**src/rtl/synth_i2c_pkg.sv**
```systemverilog
package synth_i2c_pkg;
  localparam int RATIO_W    = 17;
  localparam int DATA_BYTES = 4;
  localparam int IDX_W      = $clog2(DATA_BYTES + 1);
  localparam int WIDX_W     = $clog2(DATA_BYTES);
  localparam int PORT_N     = 4;
  localparam int IN_PORT_N  = 3;
  localparam int ADC_W      = 3;
  localparam int ADC_MAX    = 4;

  typedef enum logic [1:0] {
    ST_IDLE,
    ST_ADDR,
    ST_WRITE,
    ST_READ
  } bus_st_e;
endpackage

```
**src/rtl/i2c_line_sync.sv**
```systemverilog
module i2c_line_sync #(
  parameter int STAGES = 2
) (
  input  logic clk_i,
  input  logic rst_ni,
  input  logic scl_i,
  input  logic sda_i,
  output logic sda_s_o,
  output logic scl_rise_o,
  output logic scl_fall_o,
  output logic start_o,
  output logic stop_o
);
  localparam int LINES = 2;

  logic [LINES-1:0] raw, cur, prev;
  assign raw = {scl_i, sda_i};

  for (genvar g = 0; g < LINES; g++) begin : g_line
    logic [STAGES:0] pipe_q;
    always_ff @(posedge clk_i or negedge rst_ni) begin
      if (!rst_ni) pipe_q <= '1;
      else         pipe_q <= {pipe_q[STAGES-1:0], raw[g]};
    end
    assign cur[g]  = pipe_q[STAGES-1];
    assign prev[g] = pipe_q[STAGES];
  end

  assign sda_s_o    = cur[0];
  assign scl_rise_o = cur[1] & ~prev[1];
  assign scl_fall_o = ~cur[1] & prev[1];
  // SDA edges while SCL holds high
  assign start_o    = cur[1] & prev[1] & prev[0] & ~cur[0];
  assign stop_o     = cur[1] & prev[1] & ~prev[0] & cur[0];
endmodule

```
**src/rtl/i2c_byte_engine.sv**
```systemverilog
module i2c_byte_engine
  import synth_i2c_pkg::*;
#(
  parameter logic [4:0] ADDR_BASE = 5'b11000
) (
  input  logic              clk_i,
  input  logic              rst_ni,
  input  logic [1:0]        addr_sel_i,
  input  logic              sda_s_i,
  input  logic              scl_rise_i,
  input  logic              scl_fall_i,
  input  logic              start_i,
  input  logic              stop_i,
  input  logic [7:0]        status_i,
  output logic              sda_oe_o,
  output logic              wr_en_o,
  output logic [WIDX_W-1:0] wr_idx_o,
  output logic [7:0]        wr_data_o,
  output logic              por_clr_o
);
  bus_st_e          st_q;
  logic [3:0]       bit_q;
  logic [6:0]       sh_q;
  logic [7:0]       tx_q;
  logic [IDX_W-1:0] idx_q;
  logic             ack_q, rw_q, slot_q, done_q;

  logic [7:0] rx_byte;
  logic       addr_hit, last_bit, ack_bit, idx_ok;

  assign rx_byte  = {sh_q, sda_s_i};
  assign addr_hit = rx_byte[7:1] == {ADDR_BASE, addr_sel_i};
  assign last_bit = scl_rise_i && (bit_q == 4'd7);
  assign ack_bit  = scl_rise_i && (bit_q == 4'd8);
  assign idx_ok   = idx_q < IDX_W'(DATA_BYTES);

  assign wr_en_o   = last_bit && (st_q == ST_WRITE) && idx_ok;
  assign wr_idx_o  = idx_q[WIDX_W-1:0];
  assign wr_data_o = rx_byte;
  assign por_clr_o = ack_bit && (st_q == ST_READ) && !done_q;

  always_ff @(posedge clk_i or negedge rst_ni) begin
    if (!rst_ni) begin
      st_q     <= ST_IDLE;
      bit_q    <= '0;
      sh_q     <= '0;
      tx_q     <= '0;
      idx_q    <= '0;
      ack_q    <= 1'b0;
      rw_q     <= 1'b0;
      slot_q   <= 1'b0;
      done_q   <= 1'b0;
      sda_oe_o <= 1'b0;
    end else if (start_i) begin
      st_q     <= ST_ADDR;
      bit_q    <= '0;
      idx_q    <= '0;
      ack_q    <= 1'b0;
      slot_q   <= 1'b0;
      done_q   <= 1'b0;
      sda_oe_o <= 1'b0;
    end else if (stop_i) begin
      st_q     <= ST_IDLE;
      slot_q   <= 1'b0;
      sda_oe_o <= 1'b0;
    end else if (st_q != ST_IDLE) begin
      if (scl_rise_i) begin
        if (bit_q == 4'd8) begin
          // acknowledge slot
          bit_q  <= '0;
          slot_q <= 1'b1;
          case (st_q)
            ST_ADDR: st_q <= rw_q ? ST_READ : ST_WRITE;
            ST_READ: if (sda_s_i) done_q <= 1'b1;
            default: ;
          endcase
        end else begin
          bit_q <= bit_q + 4'd1;
          sh_q  <= rx_byte[6:0];
          if (bit_q == 4'd7) begin
            if (st_q == ST_ADDR) begin
              if (addr_hit) begin
                ack_q <= 1'b1;
                rw_q  <= sda_s_i;
              end else begin
                st_q <= ST_IDLE;
              end
            end else if (st_q == ST_WRITE) begin
              ack_q <= idx_ok;
              if (idx_ok) idx_q <= idx_q + IDX_W'(1);
            end
          end
        end
      end else if (scl_fall_i) begin
        if (slot_q) begin
          slot_q <= 1'b0;
          if (st_q == ST_READ && !done_q) begin
            tx_q     <= status_i;
            sda_oe_o <= ~status_i[7];
          end else begin
            sda_oe_o <= 1'b0;
          end
        end else if (bit_q == 4'd8) begin
          sda_oe_o <= (st_q == ST_READ) ? 1'b0 : ack_q;
        end else if (st_q == ST_READ && !done_q && bit_q != 4'd0) begin
          sda_oe_o <= ~tx_q[3'(4'd7 - bit_q)];
        end
      end
    end
  end
endmodule

```
**src/rtl/synth_cfg_regs.sv**
```systemverilog
module synth_cfg_regs
  import synth_i2c_pkg::*;
(
  input  logic               clk_i,
  input  logic               rst_ni,
  input  logic               wr_en_i,
  input  logic [WIDX_W-1:0]  wr_idx_i,
  input  logic [7:0]         wr_data_i,
  output logic [RATIO_W-1:0] ratio_o,
  output logic [3:0]         ref_sel_o,
  output logic               presc_en_o,
  output logic [1:0]         cp_cur_o,
  output logic [1:0]         aux_sel_o,
  output logic [1:0]         test_mode_o,
  output logic [PORT_N-1:0]  pull_o
);
  localparam int LO_W = 8;
  localparam int HI_W = RATIO_W - LO_W - 1;

  logic            sh_msb_q;
  logic [HI_W-1:0] sh_hi_q;

  always_ff @(posedge clk_i or negedge rst_ni) begin
    if (!rst_ni) begin
      sh_msb_q    <= 1'b0;
      sh_hi_q     <= '0;
      ratio_o     <= '0;
      ref_sel_o   <= '0;
      presc_en_o  <= 1'b0;
      cp_cur_o    <= '0;
      aux_sel_o   <= '0;
      test_mode_o <= '0;
      pull_o      <= '0;
    end else if (wr_en_i) begin
      case (wr_idx_i)
        WIDX_W'(0): begin
          presc_en_o <= wr_data_i[7];
          cp_cur_o   <= wr_data_i[6:5];
          ref_sel_o  <= wr_data_i[4:1];
          sh_msb_q   <= wr_data_i[0];
        end
        WIDX_W'(1): sh_hi_q <= wr_data_i[HI_W-1:0];
        WIDX_W'(2): ratio_o <= {sh_msb_q, sh_hi_q, wr_data_i};
        default: begin
          pull_o      <= wr_data_i[7:4];
          aux_sel_o   <= wr_data_i[3:2];
          test_mode_o <= wr_data_i[1:0];
        end
      endcase
    end
  end
endmodule

```
**src/rtl/synth_status.sv**
```systemverilog
module synth_status
  import synth_i2c_pkg::*;
(
  input  logic                 clk_i,
  input  logic                 rst_ni,
  input  logic                 por_clr_i,
  input  logic                 lock_i,
  input  logic [IN_PORT_N-1:0] port_in_i,
  input  logic [ADC_W-1:0]     adc_code_i,
  output logic                 por_o,
  output logic [7:0]           status_o
);
  logic [ADC_W-1:0] adc_lvl;

  always_ff @(posedge clk_i or negedge rst_ni) begin
    if (!rst_ni)        por_o <= 1'b1;
    else if (por_clr_i) por_o <= 1'b0;
  end

  assign adc_lvl  = (adc_code_i > ADC_W'(ADC_MAX)) ? ADC_W'(ADC_MAX) : adc_code_i;
  assign status_o = {por_o, lock_i, port_in_i, adc_lvl};
endmodule

```
**src/rtl/synth_i2c_ctrl.sv**
```systemverilog
module synth_i2c_ctrl
  import synth_i2c_pkg::*;
#(
  parameter logic [4:0] ADDR_BASE   = 5'b11000,
  parameter int         SYNC_STAGES = 2
) (
  input  logic                 clk_i,
  input  logic                 rst_ni,
  input  logic                 scl_i,
  input  logic                 sda_i,
  output logic                 sda_oe_o,
  input  logic [1:0]           addr_sel_i,
  input  logic                 lock_i,
  input  logic [IN_PORT_N-1:0] port_in_i,
  input  logic [ADC_W-1:0]     adc_code_i,
  output logic [RATIO_W-1:0]   main_ratio_o,
  output logic [3:0]           ref_sel_o,
  output logic                 presc_en_o,
  output logic [1:0]           cp_cur_o,
  output logic [1:0]           aux_sel_o,
  output logic [1:0]           test_mode_o,
  output logic [PORT_N-1:0]    port_pull_o
);
  logic              sda_s, scl_rise, scl_fall, start_det, stop_det;
  logic              wr_en, por_clr, por_flag;
  logic [WIDX_W-1:0] wr_idx;
  logic [7:0]        wr_data, status_byte;

  i2c_line_sync #(.STAGES(SYNC_STAGES)) u_sync (
    .clk_i      (clk_i),
    .rst_ni     (rst_ni),
    .scl_i      (scl_i),
    .sda_i      (sda_i),
    .sda_s_o    (sda_s),
    .scl_rise_o (scl_rise),
    .scl_fall_o (scl_fall),
    .start_o    (start_det),
    .stop_o     (stop_det)
  );

  i2c_byte_engine #(.ADDR_BASE(ADDR_BASE)) u_eng (
    .clk_i      (clk_i),
    .rst_ni     (rst_ni),
    .addr_sel_i (addr_sel_i),
    .sda_s_i    (sda_s),
    .scl_rise_i (scl_rise),
    .scl_fall_i (scl_fall),
    .start_i    (start_det),
    .stop_i     (stop_det),
    .status_i   (status_byte),
    .sda_oe_o   (sda_oe_o),
    .wr_en_o    (wr_en),
    .wr_idx_o   (wr_idx),
    .wr_data_o  (wr_data),
    .por_clr_o  (por_clr)
  );

  synth_cfg_regs u_cfg (
    .clk_i       (clk_i),
    .rst_ni      (rst_ni),
    .wr_en_i     (wr_en),
    .wr_idx_i    (wr_idx),
    .wr_data_i   (wr_data),
    .ratio_o     (main_ratio_o),
    .ref_sel_o   (ref_sel_o),
    .presc_en_o  (presc_en_o),
    .cp_cur_o    (cp_cur_o),
    .aux_sel_o   (aux_sel_o),
    .test_mode_o (test_mode_o),
    .pull_o      (port_pull_o)
  );

  synth_status u_stat (
    .clk_i      (clk_i),
    .rst_ni     (rst_ni),
    .por_clr_i  (por_clr),
    .lock_i     (lock_i),
    .port_in_i  (port_in_i),
    .adc_code_i (adc_code_i),
    .por_o      (por_flag),
    .status_o   (status_byte)
  );
endmodule

```
**config.mk**
```make
export PLATFORM = sky130hd
export DESIGN_NAME = synth_i2c_ctrl
export DESIGN_NICKNAME = d
export VERILOG_FILES = /design/src/rtl/synth_i2c_pkg.sv /design/src/rtl/i2c_line_sync.sv /design/src/rtl/i2c_byte_engine.sv /design/src/rtl/synth_cfg_regs.sv /design/src/rtl/synth_status.sv /design/src/rtl/synth_i2c_ctrl.sv
export SDC_FILE = /design/constraint.sdc
export NUM_CORES = 1
export LEC_CHECK = 0
export BUFFER_PORTS_ARGS = -buffer_cell sky130_fd_sc_hd__buf_2
export CAP_MARGIN = 20
export CORE_ASPECT_RATIO = 1.25
export CORE_MARGIN = 4
export CORE_UTILIZATION = 50
export CTS_BUF_LIST = sky130_fd_sc_hd__clkbuf_4 sky130_fd_sc_hd__clkbuf_8 sky130_fd_sc_hd__clkbuf_16
export CTS_CLUSTER_SIZE = 40
export DETAILED_ROUTE_END_ITERATION = 10
export PLACE_DENSITY = 0.71
export SYNTH_ARGS = -nofsm -noshare
export SYNTH_HDL_FRONTEND = slang
export SYNTH_SLANG_ARGS = --single-unit
```
**constraint.sdc**
```tcl
create_clock -name clk_i -period 2.8 [get_ports clk_i]
set_input_delay 0.28 -clock clk_i [delete_from_list [all_inputs] [get_ports clk_i]]
set_output_delay 0.28 -clock clk_i [all_outputs]
set_load 0.01 [all_outputs]
```
Word level (Yosys, flattened, before mapping)
Cells that the tools add are included.
Widths: inputs -> output; s select.

storage, ports and cells
  flip-flop bits (word level) = 77
  input bits = 13
  word-level logic and storage cells = 164

operators by class
  $add $sub $neg = 3
  $lt $le $gt $ge = 3
  equal/unequal tests = 17
  mux-type cells = 59
  bitwise operators = 18
  reductions and logical operators = 42

operators with widths
  cell                 count
  $mux 1               34
  $mux 3               10
  $mux 4               5
  $mux 2               9
  $reduce_bool 2->1    9
  $ne 4x4->1 const B   4
  $reduce_and 8->1     2
  $reduce_and 7->1     2
  $reduce_and 6->1     2
  $reduce_bool 3->1    4
  $reduce_bool 4->1    3
  $not 1->1            11
  $logic_and 1x1->1    8
  $reduce_and 2->1     4
  $and 1x1->1          7
  $eq 7x7->1           1
  $eq 2x2->1 const B   3
  $ne 2x2->1 const B   3
  $reduce_and 3->1     2
  $reduce_and 5->1     1
  $reduce_bool 5->1    1
  $add 4x1->4 const B  1
  $eq 2x1->1 const B   2
  $eq 4x3->1 const B   1
  other kinds (13)     13

Depth between registers and ports, before layout
Gate-level depths: netlist of run 1.

  word-level depth = 12
  gate-level depth with buffers = 8

By module
From an unflattened synthesis of run 1, not the netlist that was laid out.

second synthesis, totals
  cells, all modules = 246
  area, all modules = 3380.7 um^2

by module, submodules not included
  module           times used  cells an instance  area each (um^2)  seq. area each (um^2)
  synth_cfg_regs   1           87                 1559.0            1026.0
  i2c_byte_engine  1           139                1542.7            725.7
  i2c_line_sync    1           10                 190.2             157.7
  synth_status     1           10                 88.8              26.3

Worst setup path before layout of run 1
OpenSTA, ideal clock, no wires.

  path type = flip-flop to flip-flop
  from = register u_eng.bit_q[0]
  to = register u_eng.rw_q
  setup time = 127 ps
  data arrival time = 2066 ps
  path slack = 607 ps
  cell stages (with the launch flop) = 9
  path buffers = 2
  clock period less this slack = 2193 ps
  cells stage by stage = dfrtp_1 -> clkbuf_1 -> inv_1 -> ha_1 -> and3b_1 -> buf_6 -> a211oi_4 -> nand4_1 -> mux2_1

between the ends
  longest elaborated chain between the ends = 3
  elaborated cells between the ends (all ways) = 4
  those cells by class = 2 x eq/ne; 1 x bitwise; 1 x reduce/logical

RTL lines
  element                                line                   text
  start: declaration                     i2c_byte_engine.sv:22  logic [3:0] bit_q;
  start signal: assignment               i2c_byte_engine.sv:78  bit_q <= bit_q + 4'd1;
  $eq 4x4->1                             i2c_byte_engine.sv:68  if (bit_q == 4'd8) begin
  $not 1->1 (no source line)             -
  $reduce_and 8->1 (no source line) (*)  -
  end signal: assignment                 i2c_byte_engine.sv:84  rw_q <= sda_s_i;
  end: declaration                       i2c_byte_engine.sv:26  logic ack_q, rw_q, slot_q, done_q;

Mark *: on every way between the ends. The rest lies on a longest branch, timed or not.
A chain may end at the register's enable or synchronous reset.

Final worst setup path of run 1
  from = register u_eng.bit_q[0]
  to = register u_eng.sh_q[1]

between the ends
  longest elaborated chain between the ends = 3

RTL lines
  element                            line                   text
  $eq 4x4->1                         i2c_byte_engine.sv:68
  $not 1->1 (no source line)         -
  $reduce_and 5->1 (no source line)  -
  end signal: assignment             i2c_byte_engine.sv:79  sh_q <= rx_byte[6:0];
  end: declaration                   i2c_byte_engine.sv:23  logic [6:0] sh_q;

No other way between the ends.

==> metrics.txt, run 1 <==
# TYPE chip_impl_metric gauge
chip_impl_metric{name="clock_tree.buffer_depth",unit=""} 2
chip_impl_info{name="layout_commonest_cell",value="sky130_fd_sc_hd__dfrtp_1"} 1
chip_impl_info{name="hp-class",value="input pin to flop"} 1
chip_impl_metric{name="synth.lib_cells_used.distinct",unit=""} 48
chip_impl_info{name="cts_tree",value="done"} 1
chip_impl_metric{name="multi_input_area",unit="sq mm"} 0.00148
chip_impl_metric{name="drt-wirelength-per-cell",unit="um"} 16.9
chip_impl_metric{name="worst_clock_skew",unit="ps"} 11.8
chip_impl_metric{name="antenna_violating_nets_post_route",unit=""} 0
chip_impl_metric{name="starting_density",unit="%"} 52.3
chip_impl_metric{name="synthesis.area",unit="sq mm"} 0.00350
chip_impl_info{name="grt_setup_unrepaired",value="false"} 1
chip_impl_metric{name="initial_antenna_violation_count",unit=""} 0
chip_impl_metric{name="die_width",unit="um"} 82.8
chip_impl_metric{name="nNetsFinal",unit=""} 338
chip_impl_metric{name="clock_latency",unit="ps"} 360
chip_impl_metric{name="max_cap_viol_count",unit=""} 0
chip_impl_metric{name="num_io_pins",unit=""} 46
chip_impl_metric{name="grt_util_all_layers",unit="%"} 17.5
chip_impl_metric{name="design_area",unit="sq mm"} 0.00402
chip_impl_info{name="status",value="complete, no violations"} 1
chip_impl_metric{name="dr.pass1.iters",unit=""} 4
chip_impl_metric{name="tns",unit="ps"} 0
chip_impl_info{name="setup.worst_path.start_class",value="flop"} 1
chip_impl_metric{name="clk_pin_slew",unit="ps"} 80
chip_impl_metric{name="post_layout_nonfiller_instances",unit=""} 404
chip_impl_metric{name="max_clock_freq",unit="GHz"} 0.432
chip_impl_metric{name="crit_fanout",unit=""} 9
chip_impl_metric{name="place_congestion",unit=""} 0.810
chip_impl_metric{name="finalCritPeriodShare",unit="%"} 82.6
chip_impl_metric{name="leakage",unit="uW"} 0.00204
chip_impl_metric{name="timing.final.ws_setup",unit="ps"} 486
chip_impl_metric{name="yosys_warnings",unit=""} 0
chip_impl_metric{name="ir_worst_vdd",unit="V"} 0.000421
chip_impl_metric{name="n_fill_cell",unit=""} 571
chip_impl_metric{name="drc",unit=""} 0
chip_impl_metric{name="io_buffer_count",unit=""} 45
chip_impl_metric{name="grt-ovfl-total",unit=""} 0
chip_impl_metric{name="async_reset_ff_share",unit="%"} 100
chip_impl_metric{name="h_tree_depth",unit=""} 3
chip_impl_metric{name="synthCells",unit=""} 262
chip_impl_metric{name="timing_hold_violations_final",unit=""} 0
chip_impl_metric{name="layout_min_cycle_time",unit="ps"} 2310
chip_impl_metric{name="overall_via_count_from_detail_route",unit=""} 2238
chip_impl_metric{name="synthesis_stage_register_bit_count",unit=""} 77
chip_impl_metric{name="number_of_clock_buffers_inserted_by_tritoncts",unit=""} 9
chip_impl_info{name="critPathCaptureType",value="flop"} 1
chip_impl_metric{name="drt-initial-drc-count",unit=""} 159
chip_impl_metric{name="mappedNetlistNets",unit=""} 288
chip_impl_metric{name="dp_slack",unit="ps"} 480
chip_impl_metric{name="drive_above_1_share",unit="%"} 43.2
chip_impl_metric{name="postCtsHoldBufs",unit=""} 0
chip_impl_info{name="ys_dominant_reg_cell",value="sky130_fd_sc_hd__dfrtp_1"} 1
chip_impl_metric{name="drt-vias-per-instance",unit=""} 5.54
chip_impl_metric{name="insertedDiodeCount",unit=""} 0
chip_impl_metric{name="final-seq-area",unit="sq mm"} 0.00194
chip_impl_metric{name="tightest_slew",unit="ps"} 934
chip_impl_metric{name="setup-violations-final",unit=""} 0
chip_impl_metric{name="detailedPlacementHpwl",unit="um"} 4820
chip_impl_metric{name="grt_start_max_net_pins",unit=""} 78
chip_impl_info{name="clock_tree.root_cell",value="sky130_fd_sc_hd__clkbuf_8"} 1
chip_impl_metric{name="post-cts-setup-buffers",unit=""} 0
chip_impl_metric{name="synth_enable_flop_cells",unit=""} 0
chip_impl_metric{name="max-slew-margin-rel",unit="%"} 37.7
chip_impl_metric{name="detailed_place.area",unit="sq mm"} 0.00380
chip_impl_info{name="synth_largest_area_cell",value="sky130_fd_sc_hd__dfrtp_1"} 1
chip_impl_metric{name="cp.arrival",unit="ps"} 2560
chip_impl_metric{name="cts.sinks",unit=""} 77
chip_impl_metric{name="timing.critical_path.required",unit="ps"} 3040
chip_impl_metric{name="post_cts_resize_count",unit=""} 0
chip_impl_metric{name="power.density_cell_area",unit="mW/mm^2"} 610
chip_impl_metric{name="place_inst",unit=""} 388
chip_impl_metric{name="grt_first_pass_wirelength",unit="um"} 11500
chip_impl_metric{name="die_height",unit="um"} 102
chip_impl_metric{name="detail_route.wirelength",unit="um"} 6820
chip_impl_info{name="synth.top_cells.by_area",value="sky130_fd_sc_hd__dfrtp_1 50%, sky130_fd_sc_hd__mux2_2 18%, sky130_fd_sc_hd__dfstp_2 5.3%, sky130_fd_sc_hd__ha_1 4.6%, sky130_fd_sc_hd__a21oi_1 1.4%"} 1
chip_impl_metric{name="rows",unit=""} 33
chip_impl_metric{name="synthDominantCellAreaShare",unit="%"} 50.1
chip_impl_metric{name="design.core.area",unit="sq mm"} 0.00669
chip_impl_metric{name="syn_avg_cell_area",unit="sq um"} 13.4
chip_impl_metric{name="seq_area_frac_synth",unit="%"} 55.3
chip_impl_metric{name="area.growth.synth_to_final",unit="%"} 14.9
chip_impl_info{name="layout.cells.most_common_list",value="70 x sky130_fd_sc_hd__dfrtp_1, 57 x sky130_fd_sc_hd__mux2_2, 44 x sky130_fd_sc_hd__buf_2"} 1
chip_impl_info{name="worst-setup-path-type",value="flop to flop"} 1
chip_impl_metric{name="grt_pass1_vias",unit=""} 2345
chip_impl_metric{name="slew_viol_final",unit=""} 0
chip_impl_metric{name="design.die.area",unit="sq mm"} 0.00841
==> metrics by stage <==
step | hold slack, ps | power (uW) | util, %
detailed placement | 347 | 1550 | 56.8
global placement | 346 | 1540 | 56.8
global route | 5.73 | 2560 | 60.1
CTS | 18.8 | 2470 | 60.1
finish | 25.9 | 2450 | 60.1
floorplan | -15.6 | 1450 | -
==> metal layers <==
| layer | track usage (%) | vias to the layer above | wire length [um] |
|---|---|---|---|
| li1 | - | 1049 | - |
| met3 | 5.53 | 12 | 285 |
| met4 | 7.17 | 0 | 105 |
| met5 | 0 | - | 0 |
| met2 | 30.2 | 43 | 3540 |
| met1 | 20.4 | 1134 | 2890 |
==> sequential cells by signal, indices dropped and copies added (netlist names), 2 cells and up <==
name	flops
u_cfg.aux_sel_o	2
u_cfg.pull_o	4
u_eng.tx_q	8
u_eng.bit_q	4
u_cfg.sh_hi_q	8
u_cfg.ratio_o	17
u_cfg.ref_sel_o	4
u_eng.st_q	2
u_eng.sh_q	7
u_eng.idx_q	3
u_cfg.cp_cur_o	2
u_cfg.test_mode_o	2
u_sync.g_line.pipe_q	6
==> power breakdown <==
part           internal [uW]  switching (uW)  leakage [uW]
clock network            534             392      0.000111
registers               1180             129       0.00104
logic                    112             110      0.000887
total                   1820             630       0.00204
==> final timing paths <==
path,startpoint,endpoint,slack [ps],depth (start not counted)
min in group asynchronous,rst_ni,u_eng.tx_q[3]$_DFFE_PN0P_,50,1
max in group asynchronous,rst_ni,u_eng.st_q[1]$_DFFE_PN0P_,2120,1
max,u_eng.bit_q[0]$_DFFE_PN0P_,u_eng.sh_q[1]$_DFFE_PN0P_,490,6
max reg2reg,u_eng.bit_q[0]$_DFFE_PN0P_,u_eng.sh_q[1]$_DFFE_PN0P_,490,6
min reg2reg,u_sync.g_line[1].pipe_q[0]$_DFF_PN1_,u_sync.g_line[1].pipe_q[1]$_DFF_PN1_,360,0
min,sda_i,u_sync.g_line[0].pipe_q[0]$_DFF_PN1_,30,1
==> area by class of cell <==
cell class	count	share of cell area (%)
repair buffers	46	5.85
well taps	87	2.71
flip-flops and latches	77	48.1
clock inverters	4	1.90
clock buffers	12	3.64
inverters	11	1.03
multi-input cells	167	36.7
==> logic make-up (layout without fill, tap and decap cells) <==
family / Yosys count / in the layout / share of synthesized area [%]
AOI/OAI and AO/OA: 34 / 34 / 7.08
DFF: 77 / 77 / 55.3
muxes: 63 / 63 / 20.1
adders and majority gates: 13 / 13 / 4.65
xor gates and xnor gates: 3 / 3 / 0.751
and+or+nand+nor: 54 / 54 / 9.62
buffers and inverters: 18 / 73 / 2.47
==> critical path, stage by stage, from the launching register on <==
cell and delay (ps):
sky130_fd_sc_hd__dfrtp_1 560, sky130_fd_sc_hd__inv_1 80, sky130_fd_sc_hd__ha_1 260, sky130_fd_sc_hd__and3b_1 310, sky130_fd_sc_hd__a211oi_4 440, sky130_fd_sc_hd__buf_4 230, sky130_fd_sc_hd__mux2_2 330
==> Yosys cell counts, types with 2 or more instances <==
cell type                   count
sky130_fd_sc_hd__nor4_1         2
sky130_fd_sc_hd__and2_1         2
sky130_fd_sc_hd__ha_1          13
sky130_fd_sc_hd__nor3_1         3
sky130_fd_sc_hd__a2111oi_2      2
sky130_fd_sc_hd__nand3_1        7
sky130_fd_sc_hd__mux2i_1        4
sky130_fd_sc_hd__buf_4          3
sky130_fd_sc_hd__mux2_1         2
sky130_fd_sc_hd__nor2_1         6
sky130_fd_sc_hd__o21ai_0        7
sky130_fd_sc_hd__o211ai_1       2
sky130_fd_sc_hd__nand2_1        8
sky130_fd_sc_hd__and3b_1        3
sky130_fd_sc_hd__dfstp_2        7
sky130_fd_sc_hd__dfrtp_1       70
sky130_fd_sc_hd__nor2b_1        5
sky130_fd_sc_hd__inv_1         11
sky130_fd_sc_hd__nand2b_1       4
sky130_fd_sc_hd__mux2_2        57
sky130_fd_sc_hd__clkbuf_1       3
sky130_fd_sc_hd__a21oi_1       10
sky130_fd_sc_hd__nand2_2        2
sky130_fd_sc_hd__xor2_1         3
sky130_fd_sc_hd__a31oi_1        3
Power figures use the tool's default switching activity.
==> inputs of run 2 (changes only) <==
Settings changed: ABC_AREA set to 1, PLACE_DENSITY 0.71 to 0.73.
Clock period 2.8 ns to 1.9 ns, I/O delays scaled along.
==> metrics.txt, run 2 <==
# TYPE chip_impl_metric gauge
chip_impl_metric{name="cp_num_buf_inv",unit=""} 4
chip_impl_metric{name="area.growth.synth_to_final",unit="%"} 20.9
chip_impl_metric{name="worst_clock_skew",unit="ps"} 7.36
chip_impl_info{name="synth.top_cells.by_area",value="sky130_fd_sc_hd__dfrtp_1 49%, sky130_fd_sc_hd__nand2_1 14%, sky130_fd_sc_hd__o21ai_0 7.3%, sky130_fd_sc_hd__dfstp_2 5.1%, sky130_fd_sc_hd__ha_1 4.5%"} 1
chip_impl_metric{name="max_clock_freq",unit="GHz"} 0.556
chip_impl_metric{name="post_layout_nonfiller_instances",unit=""} 584
chip_impl_metric{name="detail_route.wirelength",unit="um"} 8030
chip_impl_metric{name="place_congestion",unit=""} 0.929
chip_impl_metric{name="finalCritPeriodShare",unit="%"} 94.7
chip_impl_metric{name="clock_tree.buffer_depth",unit=""} 2
chip_impl_metric{name="die_height",unit="um"} 103
chip_impl_metric{name="max-slew-margin-rel",unit="%"} 74.0
chip_impl_metric{name="drive_above_1_share",unit="%"} 23.1
chip_impl_metric{name="detailedPlacementHpwl",unit="um"} 5610
chip_impl_metric{name="clk_pin_slew",unit="ps"} 80
chip_impl_metric{name="grt-ovfl-total",unit=""} 0
chip_impl_metric{name="antenna_violating_nets_post_route",unit=""} 0
chip_impl_info{name="cts_tree",value="done"} 1
chip_impl_metric{name="mappedNetlistNets",unit=""} 436
chip_impl_metric{name="grt_util_all_layers",unit="%"} 19.0
chip_impl_metric{name="pwr-share-clk",unit="%"} 36.5
chip_impl_metric{name="overall_via_count_from_detail_route",unit=""} 2963
chip_impl_info{name="critPathCaptureType",value="flop"} 1
chip_impl_metric{name="reg_power_share",unit="%"} 52.2
chip_impl_info{name="synth_largest_area_cell",value="sky130_fd_sc_hd__dfrtp_1"} 1
chip_impl_metric{name="number_of_clock_buffers_inserted_by_tritoncts",unit=""} 9
chip_impl_metric{name="insertedDiodeCount",unit=""} 0
chip_impl_metric{name="synthesis_stage_register_bit_count",unit=""} 77
chip_impl_metric{name="largest_reg_flops",unit=""} 17
chip_impl_info{name="timing.critical_path.cells",value="inv_1 > ha_2 > nand4_2 > buf_4 > nor2_4 > buf_4 > buf_4 > o21a_1"} 1
chip_impl_metric{name="num_io_pins",unit=""} 46
chip_impl_metric{name="setup-violations-final",unit=""} 0
chip_impl_metric{name="yosys_warnings",unit=""} 0
chip_impl_metric{name="seq_area_frac_synth",unit="%"} 54.0
chip_impl_metric{name="drc",unit=""} 0
chip_impl_metric{name="synth.lib_cells_used.distinct",unit=""} 25
chip_impl_metric{name="async_reset_ff_share",unit="%"} 100
chip_impl_info{name="reg_top3",value="u_cfg.ratio_o (17), u_cfg.sh_hi_q (8), u_eng.tx_q (8)"} 1
chip_impl_metric{name="clock_latency",unit="ps"} 340
chip_impl_metric{name="timing_hold_violations_final",unit=""} 0
chip_impl_info{name="clock_tree.root_cell",value="sky130_fd_sc_hd__clkbuf_8"} 1
chip_impl_metric{name="rows",unit=""} 34
chip_impl_info{name="worst-setup-path-type",value="flop to flop"} 1
chip_impl_metric{name="design.die.area",unit="sq mm"} 0.00859
chip_impl_metric{name="internal_power",unit="uW"} 2460
chip_impl_info{name="synth_common_cells",value="136 x sky130_fd_sc_hd__nand2_1, 70 x sky130_fd_sc_hd__dfrtp_1, 52 x sky130_fd_sc_hd__o21ai_0"} 1
chip_impl_metric{name="finalCoreUtilization",unit="%"} 62.1
chip_impl_info{name="yosysMostFrequentCell",value="sky130_fd_sc_hd__nand2_1"} 1
chip_impl_info{name="worst_hold_path_startpoint",value="adc_code_i[0]"} 1
chip_impl_metric{name="switching_share",unit="%"} 26.4
chip_impl_metric{name="leakage",unit="uW"} 0.00230
chip_impl_info{name="r2r-start",value="u_sync.g_line[1].pipe_q[2]$_DFF_PN1_"} 1
chip_impl_metric{name="io_buffer_count",unit=""} 45
chip_impl_metric{name="die_width",unit="um"} 83.7
chip_impl_metric{name="timing.critical_path.slowest_cell_delay",unit="ps"} 550
chip_impl_info{name="hp-class",value="input pin to flop"} 1
chip_impl_metric{name="grt_first_pass_wirelength",unit="um"} 13200
chip_impl_metric{name="whs_path_depth",unit=""} 3
chip_impl_metric{name="synthDominantCellAreaShare",unit="%"} 48.9
chip_impl_metric{name="max_cap_viol_count",unit=""} 0
chip_impl_metric{name="reg2reg_setup_slack",unit="ps"} 100
chip_impl_info{name="largest_register",value="u_cfg.ratio_o"} 1
chip_impl_metric{name="power.density_cell_area",unit="mW/mm^2"} 772
chip_impl_metric{name="initial_antenna_violation_count",unit=""} 0
chip_impl_metric{name="share_of_power_burned_in_combinational_logic",unit="%"} 11.3
chip_impl_metric{name="nNetsFinal",unit=""} 515
chip_impl_info{name="status",value="complete, no violations"} 1
chip_impl_metric{name="grt_start_max_net_pins",unit=""} 52
chip_impl_info{name="setup.worst_path.start_class",value="flop"} 1
chip_impl_metric{name="crit_fanout",unit=""} 15
chip_impl_info{name="ys_dominant_reg_cell",value="sky130_fd_sc_hd__dfrtp_1"} 1
chip_impl_metric{name="grt_pass1_vias",unit=""} 2901
chip_impl_metric{name="dp_slack",unit="ps"} 78.2
chip_impl_metric{name="cts.sinks",unit=""} 77
chip_impl_metric{name="h_tree_depth",unit=""} 3
chip_impl_metric{name="drt-vias-per-instance",unit=""} 5.07
chip_impl_metric{name="synth_enable_flop_cells",unit=""} 0
chip_impl_metric{name="dr.pass1.iters",unit=""} 4
chip_impl_metric{name="syn_avg_cell_area",unit="sq um"} 8.74
chip_impl_metric{name="timing.critical_path.required",unit="ps"} 2140
chip_impl_metric{name="timing.final.ws_setup",unit="ps"} 99.8
chip_impl_info{name="worst_r2r_dst",value="u_cfg.aux_sel_o[0]$_DFFE_PN0P_"} 1
chip_impl_metric{name="starting_density",unit="%"} 51.3
chip_impl_metric{name="rr_worst_depth",unit=""} 8
chip_impl_metric{name="synthCells",unit=""} 410
chip_impl_metric{name="drt-initial-drc-count",unit=""} 174
chip_impl_metric{name="synthesis.area",unit="sq mm"} 0.00358
chip_impl_metric{name="drt-wirelength-per-cell",unit="um"} 13.7
chip_impl_metric{name="slew_viol_final",unit=""} 0
chip_impl_info{name="layout_commonest_cell",value="sky130_fd_sc_hd__nand2_1"} 1
chip_impl_metric{name="place_inst",unit=""} 553
chip_impl_metric{name="power.net_switching",unit="uW"} 882
chip_impl_info{name="crit_family",value="buffers and inverters"} 1
chip_impl_metric{name="layout_min_cycle_time",unit="ps"} 1800
chip_impl_metric{name="cp.arrival",unit="ps"} 2040
chip_impl_info{name="critical_path.most_common_cell",value="sky130_fd_sc_hd__buf_4"} 1
chip_impl_info{name="holdPathEnd",value="u_eng.tx_q[0]$_DFFE_PN0P_"} 1
chip_impl_metric{name="design.core.area",unit="sq mm"} 0.00698
chip_impl_info{name="worst_path_max_delay_cell",value="sky130_fd_sc_hd__dfstp_2"} 1
chip_impl_info{name="layout.cells.most_common_list",value="136 x sky130_fd_sc_hd__nand2_1, 70 x sky130_fd_sc_hd__dfrtp_1, 52 x sky130_fd_sc_hd__o21ai_0"} 1
chip_impl_metric{name="ir_worst_vdd",unit="V"} 0.000409
chip_impl_metric{name="tightest_slew",unit="ps"} 390
==> run 2: cell types whose count changed in the layout (fill, tap and decap cells not counted), sizes merged, moves of 4 or more <==
cell	change
nand2	+127
buf	+27
mux2i	-4
inv	+26
o21a	+16
nand3	+15
nor2	+24
o21ai	+45
nor2b	-5
nand2b	-4
mux2	-59
==> run 2: cell families after synthesis <==
| group | share of synthesized area [%] |
|---|---|
| AOI/OAI and AO/OA | 12.3 |
| xor gates and xnor gates | 0.245 |
| adders and majority gates | 4.54 |
| buffers and inverters | 6.46 |
| DFF | 54.0 |
| and+or+nand+nor | 22.5 |
==> run 2: power by group through the flow <==
stage | sequential (uW) | combinational (uW) | clock [uW]
after global placement | 1770 | 368 | 0
after floorplan | 1780 | 204 | 0
final | 1740 | 377 | 1220
after global routing | 1750 | 444 | 1320
after detailed placement | 1770 | 371 | 0
after CTS | 1740 | 377 | 1250
==> run 2: layout make-up <==
type                       instances  area, sq um
clock buffer                      10          131
inverter                          37          139
multi-input combinational        287         1460
timing repair buffer              77          485
tap                               90          113
fill                             606         2650
sequential                        77         1940
clock inverter                     6         63.8
==> run 2: worst register-to-register path: cells and delay by family, from the launching register on <==
kind / cells / cell delay [ps]
compound gates: 1 / 160
fa+ha+maj: 1 / 200
buf+inv: 4 / 600
flops: 1 / 550
simple gates: 2 / 190
==> run 2: timing repair <==
action,in CTS,in global routing
hold endpoints to repair,72,0
setup endpoints to repair,0,31
buffers inserted,0,9
hold buffers,3,0
gates resized for setup,0,8
==> run 2: how the worst max path moves through the flow <==
stage / endpoint / cells past startpoint / start
CTS: u_cfg.cp_cur_o[0]$_DFFE_PN0P_ / 8 / u_eng.bit_q[1]$_DFFE_PN0P_
global route: u_cfg.test_mode_o[0]$_DFFE_PN0P_ / 9 / u_eng.bit_q[1]$_DFFE_PN0P_
detailed placement: u_cfg.test_mode_o[0]$_DFFE_PN0P_ / 8 / u_eng.bit_q[1]$_DFFE_PN0P_
finish: u_cfg.aux_sel_o[0]$_DFFE_PN0P_ / 8 / u_sync.g_line[1].pipe_q[2]$_DFF_PN1_
global placement: u_eng.st_q[0]$_DFFE_PN0P_ / 7 / u_sync.g_line[0].pipe_q[1]$_DFF_PN1_
floorplan: u_eng.st_q[0]$_DFFE_PN0P_ / 8 / u_sync.g_line[1].pipe_q[1]$_DFF_PN1_
==> run 2: metrics by stage <==
stage	total power, uW	setup TNS (ps)	hold WS, ps	area, sq um
2_1_floorplan	1980	0	-106	3580
3_3_place_gp	2140	0	27.1	3990
3_5_place_dp	2150	0	29.4	3990
4_1_cts	3370	0	25.3	4220
5_1_grt	3520	-138	37.8	4330
6_report	3340	0	40.8	4330
==> run 2: metal layers <==
metal  share of wire, %  GRT usage, %  wire length (um)
met5                  0             0                 0
met4                2.4          8.91               190
met3                3.7          2.72               301
met2                 54          35.1              4310
met1                 40          22.0              3230
